==> src/rtl/flux_separator.sv <==
module flux_separator #(
  parameter int WIN    = 16,
  parameter int MARGIN = 2
) (
  input  logic                          clk,
  input  logic                          rst_n,
  input  logic                          pulse_i,
  input  logic [$clog2(2*WIN)-1:0]      phase_i,
  input  logic                          margin_clr_i,
  output logic                          clk_bit_o,
  output logic                          data_bit_o,
  output logic                          bit_valid_o,
  output logic                          margin_o
);
  localparam int PW = $clog2(2*WIN);
  localparam logic [PW-1:0] WIN_P   = PW'(WIN);
  localparam logic [PW-1:0] LAST_P  = PW'(2*WIN-1);
  localparam logic [PW-1:0] LO_EDGE = PW'(MARGIN);
  localparam logic [PW-1:0] HI_EDGE = PW'(WIN-MARGIN);

  logic          in_data;
  logic [PW-1:0] offset;
  logic          near_edge;
  logic          cell_end;
  logic          clk_seen, data_seen;

  assign in_data   = phase_i >= WIN_P;
  assign offset    = in_data ? phase_i - WIN_P : phase_i;
  assign near_edge = pulse_i && (offset < LO_EDGE || offset >= HI_EDGE);
  assign cell_end  = phase_i == LAST_P;

  always_ff @(posedge clk) begin
    if (!rst_n) begin
      clk_seen    <= 1'b0;
      data_seen   <= 1'b0;
      clk_bit_o   <= 1'b0;
      data_bit_o  <= 1'b0;
      bit_valid_o <= 1'b0;
    end else begin
      bit_valid_o <= cell_end;
      if (cell_end) begin
        clk_bit_o  <= clk_seen;
        data_bit_o <= data_seen | pulse_i;
        clk_seen   <= 1'b0;
        data_seen  <= 1'b0;
      end else if (pulse_i) begin
        if (in_data) data_seen <= 1'b1;
        else         clk_seen  <= 1'b1;
      end
    end
  end

  always_ff @(posedge clk) begin
    if (!rst_n)            margin_o <= 1'b0;
    else if (near_edge)    margin_o <= 1'b1;
    else if (margin_clr_i) margin_o <= 1'b0;
  end

  // strobe only follows the last phase of a cell
  a_r4_strobe_at_end: assert property (@(posedge clk) disable iff (!rst_n)
    bit_valid_o |-> $past(phase_i) == LAST_P);
  // bits hold between strobes
  a_r4_bits_hold: assert property (@(posedge clk) disable iff (!rst_n)
    !bit_valid_o |-> $stable(clk_bit_o) && $stable(data_bit_o));
  // pulse on the last data tick counts
  a_r3_last_tick: assert property (@(posedge clk) disable iff (!rst_n)
    pulse_i && cell_end |=> data_bit_o && bit_valid_o);
  // near-edge pulse raises the flag
  a_r5_margin_set: assert property (@(posedge clk) disable iff (!rst_n)
    near_edge |=> margin_o);
  // flag is sticky without clear
  a_r6_sticky: assert property (@(posedge clk) disable iff (!rst_n)
    margin_o && !margin_clr_i |=> margin_o);
  // clear without a near-edge pulse drops the flag
  a_r7_clear: assert property (@(posedge clk) disable iff (!rst_n)
    margin_clr_i && !near_edge |=> !margin_o);
endmodule

==> config.mk <==
export PLATFORM = sky130hd
export DESIGN_NAME = flux_separator
export DESIGN_NICKNAME = d
export VERILOG_FILES = /design/src/rtl/flux_separator.sv
export SDC_FILE = /design/constraint.sdc
export NUM_CORES = 1
export LEC_CHECK = 0
export ABC_AREA = 1
export ABC_CLOCK_PERIOD_IN_PS = 900
export BUFFER_PORTS_ARGS = -buffer_cell sky130_fd_sc_hd__buf_2
export CAP_MARGIN = 10
export CORE_AREA = 3 3 40 42
export DETAILED_ROUTE_END_ITERATION = 12
export DIE_AREA = 0 0 43 45
export REMOVE_ABC_BUFFERS = 1
export SLEW_MARGIN = 10
export SYNTH_ARGS = -nofsm -noshare
export SYNTH_HDL_FRONTEND = slang
export SYNTH_SLANG_ARGS = --single-unit
==> constraint.sdc <==
create_clock -name clk -period 0.9 [get_ports clk]
set_clock_uncertainty 0.15 [all_clocks]
set_input_delay 0.045 -clock clk [delete_from_list [all_inputs] [get_ports clk]]
set_output_delay 0.045 -clock clk [all_outputs]
set_load 0.02 [all_outputs]
; Word-level counts from Yosys, hierarchy flattened
; Cells that the tools add are included.
[classes]
add_sub_neg = 1
order_cmp = 3
n_eq_ne = 1
n_mux = 3
n_bitwise = 3
n_reduce_logical = 6
[op_table]
columns = operator, n
row1 = equality test 5 bit (second input constant), 1
row2 = >= comparator 5 x 4 -> 1 bit (second input constant), 1
row3 = >= comparator 5 bit (second input constant), 1
row4 = < comparator 5 x 2 -> 1 bit (second input constant), 1
row5 = 2-to-1 mux 5 bit, 1
row6 = subtractor 5 bit (second input constant), 1
row7 = AND reduction 2 bit, 2
row8 = 2-to-1 mux 1 bit, 2
row9 = inverter 1 bit, 2
row10 = nonzero test 2 bit, 1
row11 = OR reduction 2 bit, 1
row12 = logical AND 1 bit, 1
row13 = logical OR 1 bit, 1
row14 = bitwise OR 1 bit, 1
[totals]
register_bits = 6
in_bits = 9
output_inout_bits = 4
elab_cells = 23

; Depth between registers and ports, before layout
; Gate-level depths: netlist of run 1.
[logic_depth]
ltp_word = 6
ltp_mapped = 6

; Worst setup path after synthesis of run 1
; OpenSTA, ideal clock, no wires.
[synth_timing]
kind = reg-to-reg
startpoint = reg, netlist name margin_o
endpoint = reg margin_o
setup_time_ns = 0.070
t_arrival_ns = 0.607
t_required_ns = 0.680
setup_slack_ns = 0.074
stages_incl_launch_ff = 3
n_path_buf = 0
cell_sequence = dfxtp_1 nand2_1 a21oi_1
[synth_lines]
columns = item, line_no
row1 = "end signal, assigned", 54  ; if (!rst_n) margin_o <= 1'b0;
row2 = "end signal, assigned", 55  ; else if (near_edge) margin_o <= 1'b1;
row3 = "end signal, assigned", 56  ; else if (margin_clr_i) margin_o <= 1'b0;
row4 = "end, declared", 13  ; output logic margin_o

; Final worst setup path of run 1
[layout_timing]
startpoint = reg clk_bit_o
endpoint = out clk_bit_o
[layout_lines]
columns = item, line_no
row1 = "start, declared", 10  ; output logic clk_bit_o,
row2 = "start signal, assigned", 42  ; clk_bit_o <= clk_seen;
; No word-level cell between the ends.

==> impl_metrics.py, run 1 <==
metrics = {
    "place": {
        "pre_cts_ws_ns": 0.130,
        "placed_cells": 61,
        "io_buffers": 12,
        "gp_congestion": 0.640,
        "dp_hpwl_um": 425,
    },
    "timing": {
        "finalSetupViolCount": 0,
        "worst_pin_slew_ns": 0.102,
        "fin_crit_sh_pct": 97.9,
        "maxSlewViolCount": 0,
        "holdWs_ns": -0.0772,
        "max_freq_mhz": 1140,
        "rsz0062_at_grt": "yes",
        "setup_slack_ns": 0.0193,
        "relSlewSlack_pct": 93.2,
        "fin_crit_ns": 0.881,
        "hold_viol": 6,
    },
    "detailed_routing": {
        "vias": 254,
        "avgViaCountPerCell": 3.79,
        "wire_per_inst_um": 8.24,
        "firstDrtPassIters": 3,
        "post-route-drc-count": 0,
        "drt_iter0_markers": 12,
        "ant_nets": 0,
        "drt-total-wl_um": 552,
    },
    "yosys": {
        "netlist.area_leader.share_pct": 48.2,
        "synth_flop_cell": "dfxtp_1",
        "synth.most_common_cell": "nand2_1",
        "syn_area_um2": 249,
        "yosysUniqueCellTypes": 11,
        "yosys-top-cells-count": "8 x nand2_1, 6 x dfxtp_1, 4 x inv_1, 4 x nor2_1, 3 x a21oi_1",
        "synth_edf_count": 0,
        "syn_area_per_cell_um2": 7.32,
        "synthCells": 34,
        "yosys-top-cells-area": "dfxtp_1 48%, nand2_1 12%, nand3_2 8.0%",
        "yosysTopAreaCell": "dfxtp_1",
        "yosys_warnings": 0,
        "ys_seq_elements": 6,
        "ys_seq_area_share_pct": 48.2,
        "ys_async_sr_fraction_pct": 0,
    },
    "finish": {
        "syn_to_final_growth_pct": 63.8,
        "finalNonFillerCells": 67,
        "antennaDiodeCount": 0,
        "fillCellCount": 134,
        "nets": 63,
        "post-route-util_pct": 31.7,
        "layout-drive-gt1-share_pct": 50.0,
    },
    "critical_path": {
        "crit_slowest_cell": "dfxtp_2",
        "end_kind": "output pin",
        "critPathTopFamily": "flip-flops",
        "crit_chain": "buf_6",
        "ff2ff_setup_slack_ns": 0.09,
        "worst_setup_path_start_kind": "flop",
        "reg2reg_depth": 3,
        "crit_type": "flop to output pin",
        "crit_arrival_ns": 0.69,
        "path_depth": 1,
        "max_stage_delay_ns": 0.33,
        "path_max_fanout": 2,
        "worst-path-buf-inv": 1,
        "worst-endpoint-required_ns": 0.70,
    },
    "global_routing": {
        "grt_pass1_wl_um": 917,
        "grt_antenna_before_repair": 0,
        "grt_use_total_pct": 7.00,
        "grt_max_degree": 6,
        "grt_overflow": 0,
        "first_global_vias": 249,
    },
    "floorplan": {
        "die_y_um": 45,
        "coreArea_um2": 1280,
        "die_area_um2": 1940,
        "io_pins": 13,
        "rows": 13,
        "start_util_pct": 19.4,
        "fp.dieW_um": 43,
    },
    "clock_network": {
        "cts_num_sinks": 6,
        "clk_latency_ns": 0.24,
        "cts_max_level": 1,
        "cts-buffers-inserted": 3,
        "cts-hold-fix-buffers": 2,
        "cts_tree": "yes",
        "cts_root_buf": "clkbuf_4",
        "clk_pin_slew_ns": 0.04,
        "cts_buffer_depth": 2,
    },
    "run": {
        "max-cap-violations": 0,
    },
    "power": {
        "vdd_drop_max_mv": 0.878,
        "p_leak_nw": 0.217,
        "power_density_nw_per_um2": 1480,
    },
    "status": {
        "failed_checks": "hold timing",
        "status": "finished, violations left",
    },
    "worst_hold_path": {
        "hold_path_class": "input pin to flop",
        "hold_depth": 3,
    },
}
[sequential cells by signal, summed over array words and instances (netlist names)]
register,flops
clk_bit_o,1
data_seen,1
bit_valid_o,1
clk_seen,1
data_bit_o,1
margin_o,1
[power breakdown]
part | switching (mW) | total, mW | internal [mW]
combinational | 0.0354 | 0.0735 | 0.0382
sequential | 0.00604 | 0.283 | 0.277
clock | 0.0952 | 0.246 | 0.151
total | 0.137 | 0.602 | 0.466
[timing repair]
| action | 4_1_cts | 5_1_grt |
|---|---|---|
| hold endpoints to repair | 6 | 6 |
| resized for setup | 9 | 3 |
| setup endpoints to repair | 3 | 3 |
| buffers inserted | 0 | 1 |
[layout make-up]
cell class	instances	area [µm²]	share of cell area [%]
timing repair buffer	15	113	27.6
clock buffer	3	22.5	5.52
inverter	7	27.5	6.75
multi-input combinational	21	101	24.8
tap	15	18.8	4.60
sequential	6	125	30.7
[cell usage in the layout, fill, tap and decap left out, drive strengths merged]
master	n
a21oi	3
buf	13
clkbuf	3
clkinv	1
dfxtp	6
dlygate4sd3	2
inv	6
nand2	9
nand3	4
nor2	4
o21ai	1
[worst paths after layout]
kind                                start        end
worst min register to register   clk_seen  clk_bit_o
worst max register to register   margin_o   margin_o
worst max-delay path            clk_bit_o  clk_bit_o
worst min-delay path              pulse_i   margin_o
[per-layer routing]
layer | track usage [%] | vias up | wire (µm)
li1 | - | 141 | -
met5 | 0 | - | 0
met1 | 6.52 | 102 | 214
met2 | 10.8 | 11 | 260
met4 | 1.81 | 0 | 0
met3 | 7.17 | 0 | 77
[kinds of logic (layout without fill, tap and decap cells)]
logic type,count (synthesis),in the layout,synth area share [%]
AND/OR/NAND/NOR,17,17,32.7
buffers and inverters,7,25,11.1
flip-flops,6,6,48.2
AO/OA/AOI/OAI,4,4,8.04
[through the flow]
stage,power (mW),TNS (ns),cell area (µm²)
4_1_cts,0.615,0,393
6_report,0.602,0,408
5_1_grt,0.637,-0.00849,408
3_5_place_dp,0.348,0,328
2_1_floorplan,0.315,0,249
3_3_place_gp,0.346,0,328
(Power assumes the default switching activity.)
==> inputs of run 2 (changes only) <==
--- a/config.mk
+++ b/config.mk
@@ -6,7 +6,7 @@
 export NUM_CORES = 1
 export LEC_CHECK = 0
 export ABC_AREA = 1
-export ABC_CLOCK_PERIOD_IN_PS = 900
+export ABC_CLOCK_PERIOD_IN_PS = 1100
 export BUFFER_PORTS_ARGS = -buffer_cell sky130_fd_sc_hd__buf_2
 export CAP_MARGIN = 10
 export CORE_AREA = 3 3 40 42
==> constraint.sdc (replaced) <==
create_clock -name clk -period 1.1 [get_ports clk]
set_clock_uncertainty 0.15 [all_clocks]
set_input_delay 0.055 -clock clk [delete_from_list [all_inputs] [get_ports clk]]
set_output_delay 0.055 -clock clk [all_outputs]
set_load 0.02 [all_outputs]
==> run 2 against run 1 <==
- the flow now finishes without violations
- cell count increased by 1.5%
- combinational power decreased by 17%
- wire length decreased by 8.0%
- power decreased by 20%
- sequential share of layout area decreased by 0.10 points
- design area decreased by 3.7%
- register-to-register slack improved by 0.27 ns
- critical endpoint is now clk_bit_o
- largest power group unchanged
==> impl_metrics.py, run 2 (synthesized netlist as in run 1, its figures left out) <==
metrics = {
    "global_routing": {
        "grt_pass1_wl_um": 793,
        "grt_antenna_before_repair": 0,
        "grt_max_degree": 6,
        "grt_use_total_pct": 6.09,
        "first_global_vias": 214,
        "grt_overflow": 0,
    },
    "floorplan": {
        "die_area_um2": 1940,
        "coreArea_um2": 1280,
        "start_util_pct": 19.4,
        "rows": 13,
        "fp.dieW_um": 43,
        "die_y_um": 45,
        "io_pins": 13,
    },
    "clock_network": {
        "clk_latency_ns": 0.24,
        "cts-buffers-inserted": 3,
        "clk_pin_slew_ns": 0.04,
        "cts_root_buf": "clkbuf_4",
        "postCtsSetupRepairBufs": 0,
        "cts_num_sinks": 6,
        "cts_max_level": 1,
        "cts_buffer_depth": 2,
        "cts_tree": "yes",
    },
    "detailed_routing": {
        "wire_per_inst_um": 7.47,
        "vias": 260,
        "wl_met1_um": 209,
        "drt-total-wl_um": 508,
        "avgViaCountPerCell": 3.82,
        "post-route-drc-count": 0,
        "dr_wl_met3_um": 81,
        "drt_iter0_markers": 3,
        "firstDrtPassIters": 4,
        "dr_wl_met2_um": 217,
        "ant_nets": 0,
        "route.top_layer_used": "met3",
    },
    "place": {
        "dp_hpwl_um": 420,
        "gp_congestion": 0.688,
        "io_buffers": 12,
        "pre_cts_ws_ns": 0.327,
    },
    "timing": {
        "final.setup.tns_ns": 0,
        "hold_viol": 0,
        "relSlewSlack_pct": 92.6,
        "maxSlewViolCount": 0,
        "fin_crit_ns": 1.07,
        "max_freq_mhz": 934,
        "worst_pin_slew_ns": 0.112,
        "fin_crit_sh_pct": 97.3,
        "setup_slack_ns": 0.0293,
        "finalSetupViolCount": 0,
        "rsz0062_at_grt": "no",
    },
    "finish": {
        "layout-drive-gt1-share_pct": 41.5,
        "most-common-layout-cells": "12 x buf_2, 7 x nand2_1, 6 x dfxtp_1",
        "final_common_cell": "buf_2",
        "antennaDiodeCount": 0,
        "nets": 64,
        "syn_to_final_growth_pct": 57.8,
    },
    "critical_path": {
        "worst_setup_path_start_kind": "input pin",
        "worst-endpoint-required_ns": 1.08,
        "crit_arrival_ns": 1.05,
        "crit_type": "input pin to flop",
        "end_kind": "flop",
        "path_max_fanout": 3,
    },
    "power": {
        "vdd_drop_max_mv": 0.608,
        "power_density_nw_per_um2": 1230,
        "p_leak_nw": 0.216,
    },
    "status": {
        "status": "complete, no violations",
    },
    "run": {
        "max-cap-violations": 0,
    },
    "worst_hold_path": {
        "hold_path_class": "input pin to flop",
    },
}
==> run 2: final timing paths <==
kind         startpoint          to  slack (ns)  cells after the start
max reg2reg   data_seen  data_bit_o        0.36                      2
min reg2reg    margin_o    margin_o        0.30                      2
max          phase_i[4]   clk_bit_o        0.03                      8
min          phase_i[1]    margin_o        0.03                      6
==> run 2: what timing repair did <==
action | 4_1_cts | 5_1_grt
endpoints found under the setup margin | 0 | 2
endpoints found under the hold margin | 6 | 0
resized for setup | 0 | 1
hold buffers | 4 | 0
==> run 2: per-layer routing <==
layer	vias up	track usage (%)
met4	0	1.81
met2	13	7.49
met3	0	7.57
li1	142	-
met5	-	0
met1	105	6.31
==> run 2: report_power, final <==
group,switching (mW),internal [mW],leakage [nW],total (mW)
sequential,0.00390,0.226,0.0489,0.230
combinational,0.0299,0.0312,0.154,0.0611
clock,0.0706,0.123,0.0138,0.193
==> run 2: cell type report <==
cell class / count / area, µm²
fillers: 145 / 892
inverters: 7 / 27.5
flip-flops and latches: 6 / 120
clock buffers: 3 / 22.5
repair buffers: 16 / 100
multi-input cells: 21 / 104
well taps: 15 / 18.8
==> run 2: worst max-delay path: stages <==
cell,delay [ns]
dlygate4sd3_1,0.53
buf_2,0.13
nand2_1,0.07
inv_2,0.05
nand3_2,0.08
clkinv_2,0.06
nand2_2,0.04
nand2_1,0.04
==> run 2: metrics by stage <==
step | std cells | utilization (%) | total power [mW] | hold slack [ns] | instance area [µm²]
floorplan | 34 | - | 0.258 | 0.0142 | 249
global placement | 61 | 25.5 | 0.283 | 0.157 | 328
detailed placement | 61 | 25.5 | 0.284 | 0.162 | 328
CTS | 68 | 30.4 | 0.503 | 0.0155 | 390
global route | 68 | 30.6 | 0.529 | 0.0398 | 393
finish | 68 | 30.6 | 0.485 | 0.0264 | 393
==> inputs of run 3 (changes only) <==
--- a/config.mk
+++ b/config.mk
@@ -12,6 +12,7 @@
 export CORE_AREA = 3 3 40 42
 export DETAILED_ROUTE_END_ITERATION = 12
 export DIE_AREA = 0 0 43 45
+export PLACE_DENSITY = 0.5
 export REMOVE_ABC_BUFFERS = 1
 export SLEW_MARGIN = 10
 export SYNTH_ARGS = -nofsm -noshare
==> run 3 against run 2 <==
- fmax grew 2.5%
- core utilization is 0.29 points higher
- via count fell by 2.3%
- count of clock-buffer cells in the layout unchanged
- sequential share of layout area shrank 0.29 points
- critical path depth unchanged
- flip-flop and latch count unchanged
- non-clock buffer count is the same
- sequential power about the same
- first-iteration DRC count shrank 33%
- worst setup slack better by 0.026 ns
- cell count is the same
- largest power group unchanged
==> impl_metrics.py, run 3 (synthesized netlist as in run 1, its figures left out) <==
metrics = {
    "worst_hold_path": {
        "hp-start": "phase_i[1]",
        "hold_path_class": "input pin to flop",
        "hold_depth": 6,
        "holdPathEnd": "margin_o",
    },
    "critical_path": {
        "reg2reg_depth": 2,
        "worst-path-buf-inv": 4,
        "worstSetupStartpoint": "phase_i[4]",
        "path_max_fanout": 3,
        "crit_arrival_ns": 1.03,
        "max_stage_delay_ns": 0.53,
        "worst-endpoint-required_ns": 1.09,
        "crit_chain": "dlygate4sd3_1 > buf_2 > nand2_1 > inv_2 > nand3_2 > inv_4 > nand2_2 > nand2_1",
        "crit_type": "input pin to flop",
        "r2r_start": "clk_seen",
        "r2r_end": "clk_seen",
        "worst_setup_path_start_kind": "input pin",
        "ff2ff_setup_slack_ns": 0.37,
        "path_depth": 8,
        "critPathTopFamily": "buffers and inverters",
        "crit_top_cell": "nand2_1",
        "crit_slowest_cell": "dlygate4sd3_1",
        "end_kind": "flop",
    },
    "floorplan": {
        "rows": 13,
        "fp.dieW_um": 43,
        "coreArea_um2": 1280,
        "die_area_um2": 1940,
        "io_pins": 13,
        "die_y_um": 45,
        "start_util_pct": 19.4,
    },
    "clock_network": {
        "cts_tree": "yes",
        "clk_latency_ns": 0.24,
        "postCtsSetupRepairBufs": 0,
        "cts_max_level": 1,
        "cts_num_sinks": 6,
        "cts_root_buf": "clkbuf_4",
        "cts-buffers-inserted": 3,
        "clk_pin_slew_ns": 0.04,
        "cts_buffer_depth": 2,
    },
    "finish": {
        "most-common-layout-cells": "12 x buf_2, 6 x nand2_1, 6 x dfxtp_1",
        "final_common_cell": "buf_2",
        "antennaDiodeCount": 0,
        "nets": 64,
        "syn_to_final_growth_pct": 59.3,
        "layout-drive-gt1-share_pct": 43.4,
    },
    "power": {
        "p_leak_nw": 0.217,
        "swShare_pct": 22.4,
        "fin_total_pwr_mw": 0.491,
        "power_density_nw_per_um2": 1240,
        "p_switching_mw": 0.110,
        "power_frac_seq_pct": 46.9,
        "clkPwrFrac_pct": 40.5,
        "vdd_drop_max_mv": 0.504,
        "p_int_mw": 0.381,
        "power_frac_comb_pct": 12.6,
    },
    "timing": {
        "fin_crit_sh_pct": 94.9,
        "hold_viol": 0,
        "fin_crit_ns": 1.04,
        "worst_pin_slew_ns": 0.0976,
        "maxSlewViolCount": 0,
        "rsz0062_at_grt": "no",
        "relSlewSlack_pct": 93.5,
        "max_freq_mhz": 957,
        "final.setup.tns_ns": 0,
        "finalSetupViolCount": 0,
    },
    "place": {
        "dp_hpwl_um": 424,
        "gp_congestion": 0.641,
        "io_buffers": 12,
    },
    "detailed_routing": {
        "post-route-drc-count": 0,
        "wire_per_inst_um": 8.04,
        "drt-total-wl_um": 547,
        "drt_iter0_markers": 2,
        "firstDrtPassIters": 2,
        "avgViaCountPerCell": 3.74,
        "vias": 254,
        "ant_nets": 0,
    },
    "global_routing": {
        "grt_max_degree": 6,
        "grt_use_total_pct": 6.60,
        "grt_antenna_before_repair": 0,
        "grt_pass1_wl_um": 876,
        "grt_overflow": 0,
        "first_global_vias": 243,
    },
    "run": {
        "max-cap-violations": 0,
    },
    "status": {
        "status": "complete, no violations",
    },
}
run 3: worst max-delay path by stage:
stage	slack [ns]	endpoint
3_3_place_gp	0.33	data_seen
5_1_grt	0.01	clk_bit_o
2_1_floorplan	0.27	margin_o
4_1_cts	0.04	clk_bit_o
6_report	0.06	clk_bit_o
3_5_place_dp	0.32	data_seen
run 3: per-layer routing:
| layer | vias up | routed length (µm) | track usage, % |
|---|---|---|---|
| met2 | 9 | 265 | 10.8 |
| li1 | 141 | - | - |
| met1 | 104 | 216 | 5.84 |
| met5 | - | 0 | 0 |
| met4 | 0 | 0 | 1.81 |
| met3 | 0 | 65 | 6.37 |
run 3: worst min-delay path, cell delays in order:
cell     delay [ns]
buf_2          0.09
nor2_1         0.04
nand2_1        0.04
nand2_1        0.04
nand2_1        0.05
a21oi_1        0.05
run 3: what timing repair did:
action,CTS,global route
endpoints found under the hold margin,6,0
hold buffers,4,0
endpoints found under the setup margin,0,3
gates resized for setup,0,3
run 3: stage by stage:
| stage | area, µm² | hold slack, ns | std cells | setup slack, ns | util [%] |
|---|---|---|---|---|---|
| floorplan | 249 | 0.0142 | 34 | 0.274 | - |
| global placement | 328 | 0.154 | 61 | 0.326 | 25.5 |
| detailed placement | 328 | 0.159 | 61 | 0.317 | 25.5 |
| CTS | 390 | 0.0171 | 68 | 0.0366 | 30.4 |
| global route | 397 | 0.0451 | 68 | 0.0137 | 30.9 |
| finish | 397 | 0.0222 | 68 | 0.0556 | 30.9 |
run 3: power by group through the flow:
stage	combinational, mW	sequential [mW]	clock (mW)
2_1_floorplan	0.0211	0.237	0
5_1_grt	0.0693	0.230	0.226
3_3_place_gp	0.0498	0.234	0
4_1_cts	0.0610	0.230	0.211
3_5_place_dp	0.0501	0.234	0
6_report	0.0620	0.230	0.199
run 3: area by class of cell:
class	count	area (µm²)
Timing Repair Buffer	16	100
Fill cell	151	888
Tap cell	15	18.8
Multi-Input combinational cell	21	106
Sequential cell	6	120
Inverter	7	28.8
Clock buffer	3	22.5
